===== src/rtl/rxbd_pkg.sv =====
package rxbd_pkg;
   localparam int STAT_W   = 3;
   localparam int ST_CRC   = 0;
   localparam int ST_STUFF = 1;
   localparam int ST_BUSY  = 2;

   typedef enum logic [1:0] {
      S_IDLE = 2'd0,
      S_RECV = 2'd1,
      S_DROP = 2'd2
   } rx_state_e;
endpackage


===== src/rtl/rxbd_ring.sv =====
module rxbd_ring
   import rxbd_pkg::*;
#(
   parameter int NUM_BD    = 4,
   parameter int BUF_BYTES = 4,
   localparam int IDX_W = $clog2(NUM_BD),
   localparam int POS_W = $clog2(BUF_BYTES),
   localparam int LEN_W = $clog2(BUF_BYTES + 1)
) (
   input  logic              clk,
   input  logic              rst_n,
   // arming
   input  logic              arm_we,
   input  logic [IDX_W-1:0]  arm_idx,
   input  logic              arm_irq,
   input  logic              arm_wrap,
   // byte write
   input  logic              wr_we,
   input  logic [IDX_W-1:0]  wr_idx,
   input  logic [POS_W-1:0]  wr_pos,
   input  logic [7:0]        wr_data,
   // close
   input  logic              cl_we,
   input  logic [IDX_W-1:0]  cl_idx,
   input  logic [LEN_W-1:0]  cl_len,
   input  logic [STAT_W-1:0] cl_stat,
   // late status merge
   input  logic              st_we,
   input  logic [IDX_W-1:0]  st_idx,
   input  logic [STAT_W-1:0] st_or,
   // query of current descriptor
   input  logic [IDX_W-1:0]  q_idx,
   output logic              q_empty,
   output logic              q_irq,
   output logic              q_wrap,
   // read port
   input  logic [IDX_W-1:0]  rd_idx,
   input  logic [POS_W-1:0]  rd_pos,
   output logic              rd_empty,
   output logic [LEN_W-1:0]  rd_len,
   output logic [STAT_W-1:0] rd_stat,
   output logic [7:0]        rd_data
);

   logic [NUM_BD-1:0]              empty_v;
   logic [NUM_BD-1:0]              irq_v;
   logic [NUM_BD-1:0]              wrap_v;
   logic [NUM_BD-1:0][LEN_W-1:0]   len_v;
   logic [NUM_BD-1:0][STAT_W-1:0]  stat_v;
   logic [7:0]                     mem [NUM_BD][BUF_BYTES];

   for (genvar g = 0; g < NUM_BD; g++) begin : g_bd
      logic              e_q, i_q, w_q;
      logic [LEN_W-1:0]  l_q;
      logic [STAT_W-1:0] s_q;

      always_ff @(posedge clk) begin
         if (!rst_n) begin
            e_q <= 1'b0;
            i_q <= 1'b0;
            w_q <= 1'b0;
            l_q <= '0;
            s_q <= '0;
         end else if (arm_we && arm_idx == IDX_W'(g)) begin
            e_q <= 1'b1;
            i_q <= arm_irq;
            w_q <= arm_wrap;
            l_q <= '0;
            s_q <= '0;
         end else begin
            if (cl_we && cl_idx == IDX_W'(g)) begin
               e_q <= 1'b0;
               l_q <= cl_len;
               s_q <= cl_stat;
            end
            if (st_we && st_idx == IDX_W'(g)) begin
               s_q <= s_q | st_or;
            end
         end
      end

      assign empty_v[g] = e_q;
      assign irq_v[g]   = i_q;
      assign wrap_v[g]  = w_q;
      assign len_v[g]   = l_q;
      assign stat_v[g]  = s_q;
   end

   always_ff @(posedge clk) begin
      if (wr_we) begin
         mem[wr_idx][wr_pos] <= wr_data;
      end
   end

   assign q_empty  = empty_v[q_idx];
   assign q_irq    = irq_v[q_idx];
   assign q_wrap   = wrap_v[q_idx];
   assign rd_empty = empty_v[rd_idx];
   assign rd_len   = len_v[rd_idx];
   assign rd_stat  = stat_v[rd_idx];
   assign rd_data  = mem[rd_idx][rd_pos];


   wr_empty_chk: assert property (@(posedge clk) disable iff (!rst_n)
      wr_we |-> empty_v[wr_idx]);


   close_clear_chk: assert property (@(posedge clk) disable iff (!rst_n)
      (cl_we && !arm_we) |=> !empty_v[$past(cl_idx)]);


   merge_closed_chk: assert property (@(posedge clk) disable iff (!rst_n)
      st_we |-> !empty_v[st_idx]);

endmodule


===== src/rtl/rxbd_seq.sv =====
module rxbd_seq
   import rxbd_pkg::*;
#(
   parameter int NUM_BD       = 4,
   parameter int BUF_BYTES    = 4,
   parameter bit WRAP_AT_FLAG = 1'b1,
   localparam int IDX_W = $clog2(NUM_BD),
   localparam int POS_W = $clog2(BUF_BYTES),
   localparam int LEN_W = $clog2(BUF_BYTES + 1)
) (
   input  logic              clk,
   input  logic              rst_n,
   input  logic              pkt_start,
   input  logic              pkt_setup,
   input  logic              ep_ctrl,
   input  logic              byte_valid,
   input  logic [7:0]        byte_data,
   input  logic              pkt_end,
   input  logic              crc_err,
   input  logic              stuff_err,
   output logic [IDX_W-1:0]  q_idx,
   input  logic              q_empty,
   input  logic              q_irq,
   input  logic              q_wrap,
   output logic              wr_we,
   output logic [IDX_W-1:0]  wr_idx,
   output logic [POS_W-1:0]  wr_pos,
   output logic [7:0]        wr_data,
   output logic              cl_we,
   output logic [IDX_W-1:0]  cl_idx,
   output logic [LEN_W-1:0]  cl_len,
   output logic [STAT_W-1:0] cl_stat,
   output logic              st_we,
   output logic [IDX_W-1:0]  st_idx,
   output logic [STAT_W-1:0] st_or,
   output logic              hs_ack,
   output logic              hs_none,
   output logic              irq
);

   localparam logic [IDX_W-1:0] LAST_IDX = IDX_W'(NUM_BD - 1);
   localparam logic [POS_W-1:0] LAST_POS = POS_W'(BUF_BYTES - 1);

   rx_state_e         state_q;
   logic [IDX_W-1:0]  cur_q, last_q, nxt_idx;
   logic [POS_W-1:0]  fill_q;
   logic              have_last_q;
   logic              accept, err_any, full_now;
   logic [STAT_W-1:0] err_bits;

   if (WRAP_AT_FLAG) begin : g_wrap_flag
      assign nxt_idx = (q_wrap || cur_q == LAST_IDX) ? '0 : cur_q + 1'b1;
   end else begin : g_wrap_end
      logic unused_wrap;
      assign unused_wrap = q_wrap;
      assign nxt_idx = (cur_q == LAST_IDX) ? '0 : cur_q + 1'b1;
   end

   assign accept   = pkt_start && (!pkt_setup || ep_ctrl);
   assign err_any  = crc_err || stuff_err;
   assign full_now = (fill_q == LAST_POS);
   always_comb begin
      err_bits            = '0;
      err_bits[ST_CRC]    = crc_err;
      err_bits[ST_STUFF]  = stuff_err;
   end

   assign q_idx   = cur_q;
   assign wr_idx  = cur_q;
   assign wr_pos  = fill_q;
   assign wr_data = byte_data;
   assign cl_idx  = cur_q;
   assign st_idx  = last_q;

   always_comb begin
      wr_we   = 1'b0;
      cl_we   = 1'b0;
      cl_len  = '0;
      cl_stat = '0;
      st_we   = 1'b0;
      st_or   = '0;
      if (state_q == S_RECV) begin
         if (byte_valid) begin
            if (q_empty) begin
               wr_we = 1'b1;
               if (full_now) begin
                  cl_we  = 1'b1;
                  cl_len = LEN_W'(BUF_BYTES);
               end
            end else begin
               st_we          = have_last_q;
               st_or[ST_BUSY] = 1'b1;
            end
         end else if (pkt_end) begin
            if (fill_q != '0) begin
               cl_we   = 1'b1;
               cl_len  = LEN_W'(fill_q);
               cl_stat = err_bits;
            end else if (have_last_q && err_any) begin
               st_we = 1'b1;
               st_or = err_bits;
            end
         end
      end
   end

   always_ff @(posedge clk) begin
      if (!rst_n) begin
         state_q     <= S_IDLE;
         cur_q       <= '0;
         last_q      <= '0;
         fill_q      <= '0;
         have_last_q <= 1'b0;
         hs_ack      <= 1'b0;
         hs_none     <= 1'b0;
         irq         <= 1'b0;
      end else begin
         hs_ack  <= 1'b0;
         hs_none <= 1'b0;
         irq     <= cl_we && q_irq;
         unique case (state_q)
            S_IDLE: begin
               if (accept) begin
                  state_q     <= S_RECV;
                  fill_q      <= '0;
                  have_last_q <= 1'b0;
               end
            end
            S_RECV: begin
               if (byte_valid) begin
                  if (!q_empty) begin
                     state_q <= S_DROP;
                  end else if (full_now) begin
                     fill_q      <= '0;
                     last_q      <= cur_q;
                     have_last_q <= 1'b1;
                     cur_q       <= nxt_idx;
                  end else begin
                     fill_q <= fill_q + 1'b1;
                  end
               end else if (pkt_end) begin
                  if (fill_q != '0) begin
                     cur_q <= nxt_idx;
                  end
                  hs_ack  <= !err_any;
                  hs_none <= err_any;
                  state_q <= S_IDLE;
               end
            end
            S_DROP: begin
               if (pkt_end) begin
                  hs_none <= 1'b1;
                  state_q <= S_IDLE;
               end
            end
            default: state_q <= S_IDLE;
         endcase
      end
   end


   hs_excl_chk: assert property (@(posedge clk) disable iff (!rst_n)
      !(hs_ack && hs_none));


   ack_after_end_chk: assert property (@(posedge clk) disable iff (!rst_n)
      hs_ack |-> $past(pkt_end));


   setup_ignore_chk: assert property (@(posedge clk) disable iff (!rst_n)
      (state_q == S_IDLE && pkt_start && pkt_setup && !ep_ctrl) |=> state_q == S_IDLE);

endmodule


===== src/rtl/rxbd_chain.sv =====
module rxbd_chain
   import rxbd_pkg::*;
#(
   parameter int NUM_BD       = 4,
   parameter int BUF_BYTES    = 4,
   parameter bit WRAP_AT_FLAG = 1'b1,
   localparam int IDX_W = $clog2(NUM_BD),
   localparam int POS_W = $clog2(BUF_BYTES),
   localparam int LEN_W = $clog2(BUF_BYTES + 1)
) (
   input  logic              clk,
   input  logic              rst_n,
   input  logic              arm_we,
   input  logic [IDX_W-1:0]  arm_idx,
   input  logic              arm_irq,
   input  logic              arm_wrap,
   input  logic              pkt_start,
   input  logic              pkt_setup,
   input  logic              ep_ctrl,
   input  logic              byte_valid,
   input  logic [7:0]        byte_data,
   input  logic              pkt_end,
   input  logic              crc_err,
   input  logic              stuff_err,
   input  logic [IDX_W-1:0]  rd_idx,
   input  logic [POS_W-1:0]  rd_pos,
   output logic              rd_empty,
   output logic [LEN_W-1:0]  rd_len,
   output logic [STAT_W-1:0] rd_stat,
   output logic [7:0]        rd_data,
   output logic              hs_ack,
   output logic              hs_none,
   output logic              irq
);

   if (NUM_BD < 2 || (NUM_BD & (NUM_BD - 1)) != 0) begin : g_bad_num
      $error("NUM_BD must be a power of two of at least 2");
   end
   if (BUF_BYTES < 2 || (BUF_BYTES & (BUF_BYTES - 1)) != 0) begin : g_bad_buf
      $error("BUF_BYTES must be a power of two of at least 2");
   end

   logic [IDX_W-1:0]  q_idx, wr_idx, cl_idx, st_idx;
   logic              q_empty, q_irq, q_wrap;
   logic              wr_we, cl_we, st_we;
   logic [POS_W-1:0]  wr_pos;
   logic [7:0]        wr_data;
   logic [LEN_W-1:0]  cl_len;
   logic [STAT_W-1:0] cl_stat, st_or;

   rxbd_seq #(
      .NUM_BD(NUM_BD), .BUF_BYTES(BUF_BYTES), .WRAP_AT_FLAG(WRAP_AT_FLAG)
   ) u_seq (
      .clk(clk), .rst_n(rst_n),
      .pkt_start(pkt_start), .pkt_setup(pkt_setup), .ep_ctrl(ep_ctrl),
      .byte_valid(byte_valid), .byte_data(byte_data),
      .pkt_end(pkt_end), .crc_err(crc_err), .stuff_err(stuff_err),
      .q_idx(q_idx), .q_empty(q_empty), .q_irq(q_irq), .q_wrap(q_wrap),
      .wr_we(wr_we), .wr_idx(wr_idx), .wr_pos(wr_pos), .wr_data(wr_data),
      .cl_we(cl_we), .cl_idx(cl_idx), .cl_len(cl_len), .cl_stat(cl_stat),
      .st_we(st_we), .st_idx(st_idx), .st_or(st_or),
      .hs_ack(hs_ack), .hs_none(hs_none), .irq(irq)
   );

   rxbd_ring #(
      .NUM_BD(NUM_BD), .BUF_BYTES(BUF_BYTES)
   ) u_ring (
      .clk(clk), .rst_n(rst_n),
      .arm_we(arm_we), .arm_idx(arm_idx), .arm_irq(arm_irq), .arm_wrap(arm_wrap),
      .wr_we(wr_we), .wr_idx(wr_idx), .wr_pos(wr_pos), .wr_data(wr_data),
      .cl_we(cl_we), .cl_idx(cl_idx), .cl_len(cl_len), .cl_stat(cl_stat),
      .st_we(st_we), .st_idx(st_idx), .st_or(st_or),
      .q_idx(q_idx), .q_empty(q_empty), .q_irq(q_irq), .q_wrap(q_wrap),
      .rd_idx(rd_idx), .rd_pos(rd_pos), .rd_empty(rd_empty), .rd_len(rd_len),
      .rd_stat(rd_stat), .rd_data(rd_data)
   );


   quiet_idle_chk: assert property (@(posedge clk) disable iff (!rst_n)
      $rose(rst_n) |-> (!hs_ack && !hs_none && !irq));

endmodule


===== config.mk =====
export PLATFORM = sky130hd
export DESIGN_NAME = rxbd_chain
export DESIGN_NICKNAME = d
export VERILOG_FILES = /design/src/rtl/rxbd_pkg.sv /design/src/rtl/rxbd_ring.sv /design/src/rtl/rxbd_seq.sv /design/src/rtl/rxbd_chain.sv
export SDC_FILE = /design/constraint.sdc
export NUM_CORES = 1
export LEC_CHECK = 0
export ABC_CLOCK_PERIOD_IN_PS = 3700
export BUFFER_PORTS_ARGS = -buffer_cell sky130_fd_sc_hd__buf_2
export CAP_MARGIN = 20
export CORE_ASPECT_RATIO = 0.6
export CORE_MARGIN = 8
export CORE_UTILIZATION = 65
export CTS_CLUSTER_DIAMETER = 120
export DETAILED_ROUTE_END_ITERATION = 16
export PLACE_DENSITY = 0.93
export SYNTH_ARGS = -nofsm -noshare
export SYNTH_HDL_FRONTEND = slang
export SYNTH_SLANG_ARGS = --single-unit
export TNS_END_PERCENT = 100

===== constraint.sdc =====
create_clock -name clk -period 3.7 [get_ports clk]
set_input_delay 0.185 -clock clk [delete_from_list [all_inputs] [get_ports clk]]
set_output_delay 0.185 -clock clk [all_outputs]
set_load 0.005 [all_outputs]

# Word-level counts from Yosys, hierarchy flattened
# Memories as Yosys holds them, arrays and structs flattened.
# Cells that the tools add are included.
# word_totals
word_cells	203
register_bits	48
mem_count	1
output_inout_bits	18
mem_bits_rw	128
# classes
order_cmp	5
addsub	2
bitwise_logic	9
n_eq_ne	19
n_reduce_logical	47
mux	92
# mem_list
memory	depth	word_bits	rd	rd_clocked_by_memory_dff	write_ports	line	rtl
u_ring.mem	4	32	1	0	1	rxbd_ring.sv:50	logic [7:0] mem [NUM_BD][BUF_BYTES];
# ops
cell	n
3-bit two-way mux	20
2-bit two-way mux	19
1-bit two-way mux	37
32-bit two-way mux	1
8-bit two-way mux	3
2-bit nonzero test	12
8-bit binary-select mux with 2-bit select	1
8-bit demux with 2-bit select	1
2-bit == test, second input constant	8
1-bit logical AND	16
3-bit binary-select mux with 2-bit select	2
3-bit OR	4
2-bit by 1-bit != test with 1-bit output, second input constant	5
5-bit AND reduction	2
1-bit binary-select mux with 2-bit select	4
2-bit by 1-bit == test with 1-bit output, second input constant	4
2-bit logical NOT	4
4-bit AND reduction	2
2-bit OR reduction	4
3-bit greater-or-equal comparator, second input constant	2
2-bit by 3-bit less-than comparator with 1-bit output, second input constant	2
2-bit inverter with 3-bit output	2
2-bit one-hot mux with 3 select lines	1
2-bit by 1-bit adder with 2-bit output, second input constant	2
10 further kinds	16

# Logic depth before layout (Yosys ltp)
# depth
word_depth	9
depth_mapped	7

# Hierarchy
# A second synthesis with hierarchy kept.
# hier_totals
cells_unflattened	486
hier_area_um2	7498.4
# modules_own_cells
mod	n_inst	area_each_um2	cells_per_inst
rxbd_ring	1	6662.6	381
rxbd_seq	1	835.8	105

# Worst setup path after synthesis
# No wires, ideal clock.
# synth_path
kind	register -> register
startpoint	register u_seq.cur_q[1], in the netlist u_seq.cl_idx[1]
endpoint	memory u_ring.mem[0][16] (netlist bit), enable pin
path_slack_ps	1790
setup_time_ps	278
arrival_time_ps	1632
period_less_slack_ps	1910
n_path_buf	1
stages_incl_launch_ff	5
cell_sequence	dfxtp_1 > mux4_2 > and3_1 > buf_2 > and3_1
# synth_between
elab_chain_cells	7
# synth_lines
item	line	rtl
start: declaration	rxbd_seq.sv:45	logic [IDX_W-1:0] cur_q, last_q, nxt_idx;
start signal: assignment	rxbd_seq.sv:137	cur_q <= nxt_idx;
start signal: assignment	rxbd_seq.sv:143	cur_q <= nxt_idx;
1-bit binary-select mux with 2-bit select	rxbd_ring.sv:95	assign q_empty = empty_v[q_idx];
1-bit two-way mux (implied by the code)	rxbd_ring.sv:95	
1-bit two-way mux	rxbd_seq.sv:84	if (q_empty) begin
1-bit two-way mux	rxbd_seq.sv:83	if (byte_valid) begin
1-bit two-way mux	rxbd_seq.sv:82	if (state_q == S_RECV) begin
1-bit two-way mux	rxbd_ring.sv:90	if (wr_we) begin
32-bit two-way mux (implied by the code)	rxbd_ring.sv:91	mem[wr_idx][wr_pos] <= wr_data;
end: declaration	rxbd_ring.sv:50	
# Parallel ways exist; a longest one is shown, timed or not. The select of a mux whose other input is x is not followed.

# Worst setup path after layout
# layout_path
startpoint	register u_seq.state_q[1]
endpoint	memory u_ring.mem[0][3] (netlist bit), enable pin
# layout_between
elab_chain_cells	4
# layout_lines
item	line	rtl
start: declaration	rxbd_seq.sv:44	rx_state_e state_q;
start signal: assignment	rxbd_seq.sv:109	state_q <= S_IDLE;
start signal: assignment	rxbd_seq.sv:124	state_q <= S_RECV;
start signal: assignment	rxbd_seq.sv:132	state_q <= S_DROP;
2-bit by 1-bit == test with 1-bit output	rxbd_seq.sv:82	
1-bit two-way mux	rxbd_seq.sv:82	
1-bit two-way mux	rxbd_ring.sv:90	
32-bit two-way mux (implied by the code)	rxbd_ring.sv:91	
# No other way between the ends.

==> results_tabular.tex <==
\begin{tabular}{lr}
\hline
Metric & Value \\
\hline
\multicolumn{2}{l}{\textbf{Global route}} \\
First-pass GRT wire length & 28.9 mm \\
Total grt overflow & 0 \\
Global-route total usage across every layer & 0.261 \\
Via count of the first global-routing pass & 4755 \\
Antenna violations before repair & 1 \\
Largest net degree at the start of global routing & 40 \\
\multicolumn{2}{l}{\textbf{CTS}} \\
CTS tree & yes \\
CTS Root Cell & sky130\_fd\_sc\_hd\_\_clkbuf\_16 \\
Buffers from clock root to sink, at most & 2 \\
Clock-pin slew of the registers on the worst-case setup and hold paths & 70 ps \\
Number of buffers added to fix hold violations after cts & 0 \\
Number of gates resized after cts & 0 \\
Sinks on the clock net & 176 \\
Setup Fix Bufs, Post-CTS & 0 \\
Clock latency at the later pin of the worst-skew pair & 440 ps \\
Number of buffers added by the clock tree synthesis step & 17 \\
H-tree level count & 4 \\
\multicolumn{2}{l}{\textbf{Run status}} \\
Result of the run & completed \\
\multicolumn{2}{l}{\textbf{Power and ir drop}} \\
Leakage power summed over all cells & 2.87 nW \\
Pwr per Cell Area & 512 nW/um2 \\
Logic gate share of total power & 0.065 \\
Largest voltage drop on the vdd net & 0.361 mV \\
Register share of total power & 0.507 \\
Switching fraction of total power & 0.241 \\
Cell-internal power & 0.00320 W \\
Fraction of power consumed by the clock network & 0.428 \\
Net Sw Power & 0.00101 W \\
Overall power consumption & 0.00421 W \\
\multicolumn{2}{l}{\textbf{Detailed routing}} \\
Average wire per cell in the routed design & 29.5 um \\
Detail-routed via count per cell & 7.42 \\
Post-detailed-route count of antenna-violating nets & 0 \\
Via count of the routed design & 4778 \\
Iteration-0 DRC Markers & 791 \\
Routed wire length & 19.0 mm \\
Residual DRC & 0 \\
DR pass1 iterations & 9 \\
\multicolumn{2}{l}{\textbf{Logic synthesis}} \\
Part of the Yosys area used for sequential elements & 0.656 \\
Yosys cell types & 46 \\
Avg Inst Size Synth & 16.7 um2 \\
FF+latch count, synth & 176 \\
Yosys warns & 0 \\
Number of enable flip-flop cells after synthesis & 128 \\
Synth top area share & 0.525 \\
Synthesized netlist net count & 478 \\
Synth async-reset ratio & 0 \\
Leading cell type by number of instances after synthesis & sky130\_fd\_sc\_hd\_\_edfxtp\_1 \\
Cell area after technology mapping & 7330 um2 \\
Number of cells produced by synthesis & 440 \\
Primary flip-flop cell chosen by synthesis mapping & sky130\_fd\_sc\_hd\_\_edfxtp\_1 \\
Cell type contributing the most total cell area after synthesis & sky130\_fd\_sc\_hd\_\_edfxtp\_1 \\
Synth top area cells & sky130\_fd\_sc\_hd\_\_edfxtp\_1 52\%, sky130\_fd\_sc\_hd\_\_mux4\_2 15\%, sky130\_fd\_sc\_hd\_\_dfxtp\_1 13\%, sky130\_fd\_sc\_hd\_\_ha\_1 2.0\%, sky130\_fd\_sc\_hd\_\_mux2i\_1 1.5\% \\
Leading cell types by count after synthesis & 128 x sky130\_fd\_sc\_hd\_\_edfxtp\_1, 49 x sky130\_fd\_sc\_hd\_\_mux4\_2, 48 x sky130\_fd\_sc\_hd\_\_dfxtp\_1 \\
\multicolumn{2}{l}{\textbf{Final layout}} \\
Count of inserted antenna diode cells & 0 \\
Area grow syn2layout & 12.3\% \\
Ratio of cells with drive above 1 in the final layout & 0.260 \\
Total number of nets in the final design & 525 \\
\multicolumn{2}{l}{\textbf{Hold path}} \\
Hold Path Depth & 3 \\
Sink of the worst hold path & u\_ring.g\_bd[2].w\_q \\
Launch instance of the worst min-delay path & arm\_wrap \\
Hold Path Class & primary input to flip-flop \\
\multicolumn{2}{l}{\textbf{Floorplan}} \\
Die outline area & 15000 um2 \\
Width of the die & 153 um \\
Chip height & 98.2 um \\
Starting density of the core & 0.657 \\
Cell row count & 30 \\
IO Pins & 44 \\
Core Area & 11100 um2 \\
\multicolumn{2}{l}{\textbf{Critical path}} \\
Worst R2R End & u\_ring.mem[0][3] \\
Minimum setup slack among reg-to-reg paths & 990 ps \\
Cells along the critical path & inv\_1 -> ha\_1 -> nand4\_1 -> o22ai\_2 -> nand2\_1 -> inv\_1 \\
Slowest cell on crit path & sky130\_fd\_sc\_hd\_\_o22ai\_2 \\
Data required time of the worst path & 3780 ps \\
Critical path type & flip-flop to flip-flop \\
Critical path arrival & 2790 ps \\
Cell repeated most along the worst path & sky130\_fd\_sc\_hd\_\_inv\_1 \\
Start of the worst register-to-register path & u\_seq.state\_q[1] \\
Kind of launch point of the worst setup path & flip-flop \\
CP max stage delay & 620 ps \\
Crit-path max FO & 16 \\
Logic depth of the worst register-to-register path & 6 \\
Endpoint type of the worst setup path & flip-flop \\
\multicolumn{2}{l}{\textbf{Place}} \\
Routability congestion estimate & 0.879 \\
Final HPWL DP & 12.1 mm \\
Port Buf Inserts & 43 \\
\multicolumn{2}{l}{\textbf{Timing}} \\
Worst hold slack across all endpoints & 29.9 ps \\
Timing-limited maximum frequency & 0.369 GHz \\
Unrepaired setup endpoints after global routing & false \\
Fin. Hold Viols & 0 \\
Worst slew pin tran & 1050 ps \\
Final setup vio count & 0 \\
Clock skew after layout & 12.0 ps \\
Post-route fraction of the period consumed by the critical path & 0.732 \\
Clock period minus final worst setup slack & 2710 ps \\
Tightest slew margin relative to the limit & 0.299 \\
TNS Setup & 0 ps \\
Final number of max-transition violations & 0 \\
\multicolumn{2}{l}{\textbf{Flow run}} \\
Max-cap violation count & 0 \\
\hline
\end{tabular}
==> stage by stage <==
stage | cell area (um2) | setup slack, ps | utilization | instances
2_1_floorplan | 7330 | 1790 | - | 440
3_5_place_dp | 7630 | 1180 | 0.685 | 611
5_1_grt | 8230 | 945 | 0.738 | 644
4_1_cts | 8220 | 1020 | 0.738 | 643
3_3_place_gp | 7630 | 1300 | 0.685 | 611
6_report | 8230 | 991 | 0.738 | 644
==> metal layers <==
metal  vias to the layer above  wire (um)  part of all wire  GRT usage
met2                       468       8510              0.45      0.385
met1                      2323       6790              0.36      0.329
met5                         -         13           0.00068          0
li1                       1869          -                 -          -
met3                       116       2690              0.14     0.0974
met4                         2       1010             0.053      0.147
==> logic make-up (layout without fill, tap and decap cells) <==
group                    Yosys count  in the layout  synth area share
AND/OR/NAND/NOR                   94             94            0.0692
adder cells (fa/ha/maj)           12             12            0.0205
buffers and inverters             30             90            0.0205
multiplexers                      61             61             0.169
flip-flops                       176            176             0.656
AO/OA/AOI/OAI                     67             67            0.0649
==> power by group through the flow <==
stage | Combinational (W) | Clock [W] | Sequential, W
detailed placement | 0.000260 | 0 | 0.00218
CTS | 0.000264 | 0.00180 | 0.00213
finish | 0.000272 | 0.00180 | 0.00213
global route | 0.000292 | 0.00188 | 0.00213
global placement | 0.000244 | 0 | 0.00217
floorplan | 0.000176 | 0 | 0.00217
==> flip-flops by register name, indices dropped and copies added (netlist names) <==
name               flops
u_seq.wr_pos           2
u_ring.g_bd.i_q        4
u_seq.hs_ack           1
u_seq.have_last_q      1
u_seq.irq              1
u_ring.mem           128
u_ring.g_bd.e_q        4
u_ring.g_bd.s_q       12
u_seq.st_idx           2
u_ring.g_bd.l_q       12
u_seq.state_q          2
u_ring.g_bd.w_q        4
u_seq.cl_idx           2
u_seq.hs_none          1
==> worst max-delay path, delay by kind of cell, from the launching register on <==
family                   cells  cell delay, ps
AO/OA/AOI/OAI                1             620
flip-flops                   1             340
buffers and inverters        2             520
AND/OR/NAND/NOR              2             440
adder cells (fa/ha/maj)      1             410
==> cell type report <==
class                   count  area (um2)
inverters                  12        45.0
repair buffers             46         235
flip-flops and latches    176        4800
clock inverters            15         165
well taps                 144         180
fillers                   616        2920
multi-input cells         234        2370
clock buffers              17         425
==> worst max path at each step <==
stage,end,startpoint,slack [ps]
3_3_place_gp,rd_data[4],rd_idx[0],1300
3_5_place_dp,u_ring.mem[0][3],u_seq.state_q[1],1180
5_1_grt,u_ring.mem[0][5],u_seq.state_q[0],940
2_1_floorplan,u_ring.mem[0][16],u_seq.cl_idx[1],1790
4_1_cts,u_ring.g_bd[0].s_q[1],u_seq.wr_pos[0],1020
6_report,u_ring.mem[0][3],u_seq.state_q[1],990
==> cell usage in the layout, fill, tap and decap left out, types with 3 or more instances in the layout <==
master | netlist | layout
sky130_fd_sc_hd__a21oi_1 | 13 | 13
sky130_fd_sc_hd__o22ai_1 | 4 | 4
sky130_fd_sc_hd__a32o_1 | 8 | 8
sky130_fd_sc_hd__nor3_1 | 4 | 4
sky130_fd_sc_hd__inv_8 | 0 | 5
sky130_fd_sc_hd__mux4_2 | 49 | 49
sky130_fd_sc_hd__edfxtp_1 | 128 | 128
sky130_fd_sc_hd__nand2b_1 | 5 | 5
sky130_fd_sc_hd__nor2b_1 | 3 | 3
sky130_fd_sc_hd__and4_1 | 3 | 3
sky130_fd_sc_hd__nand4_1 | 4 | 4
sky130_fd_sc_hd__inv_1 | 11 | 11
sky130_fd_sc_hd__buf_2 | 8 | 43
sky130_fd_sc_hd__and2_1 | 7 | 7
sky130_fd_sc_hd__ha_1 | 12 | 12
sky130_fd_sc_hd__and3_1 | 14 | 14
sky130_fd_sc_hd__o31ai_1 | 8 | 8
sky130_fd_sc_hd__clkbuf_16 | 0 | 17
sky130_fd_sc_hd__nand2_1 | 23 | 23
sky130_fd_sc_hd__a21boi_0 | 4 | 4
sky130_fd_sc_hd__nand3_1 | 3 | 3
sky130_fd_sc_hd__o21ai_0 | 9 | 9
sky130_fd_sc_hd__inv_6 | 0 | 5
sky130_fd_sc_hd__dfxtp_1 | 48 | 48
sky130_fd_sc_hd__a31oi_1 | 4 | 4
sky130_fd_sc_hd__nor2_1 | 19 | 19
sky130_fd_sc_hd__o21a_1 | 7 | 7
sky130_fd_sc_hd__mux2i_1 | 11 | 11
sky130_fd_sc_hd__o32ai_1 | 3 | 3
No activity file was read; power rests on OpenSTA's default activity.
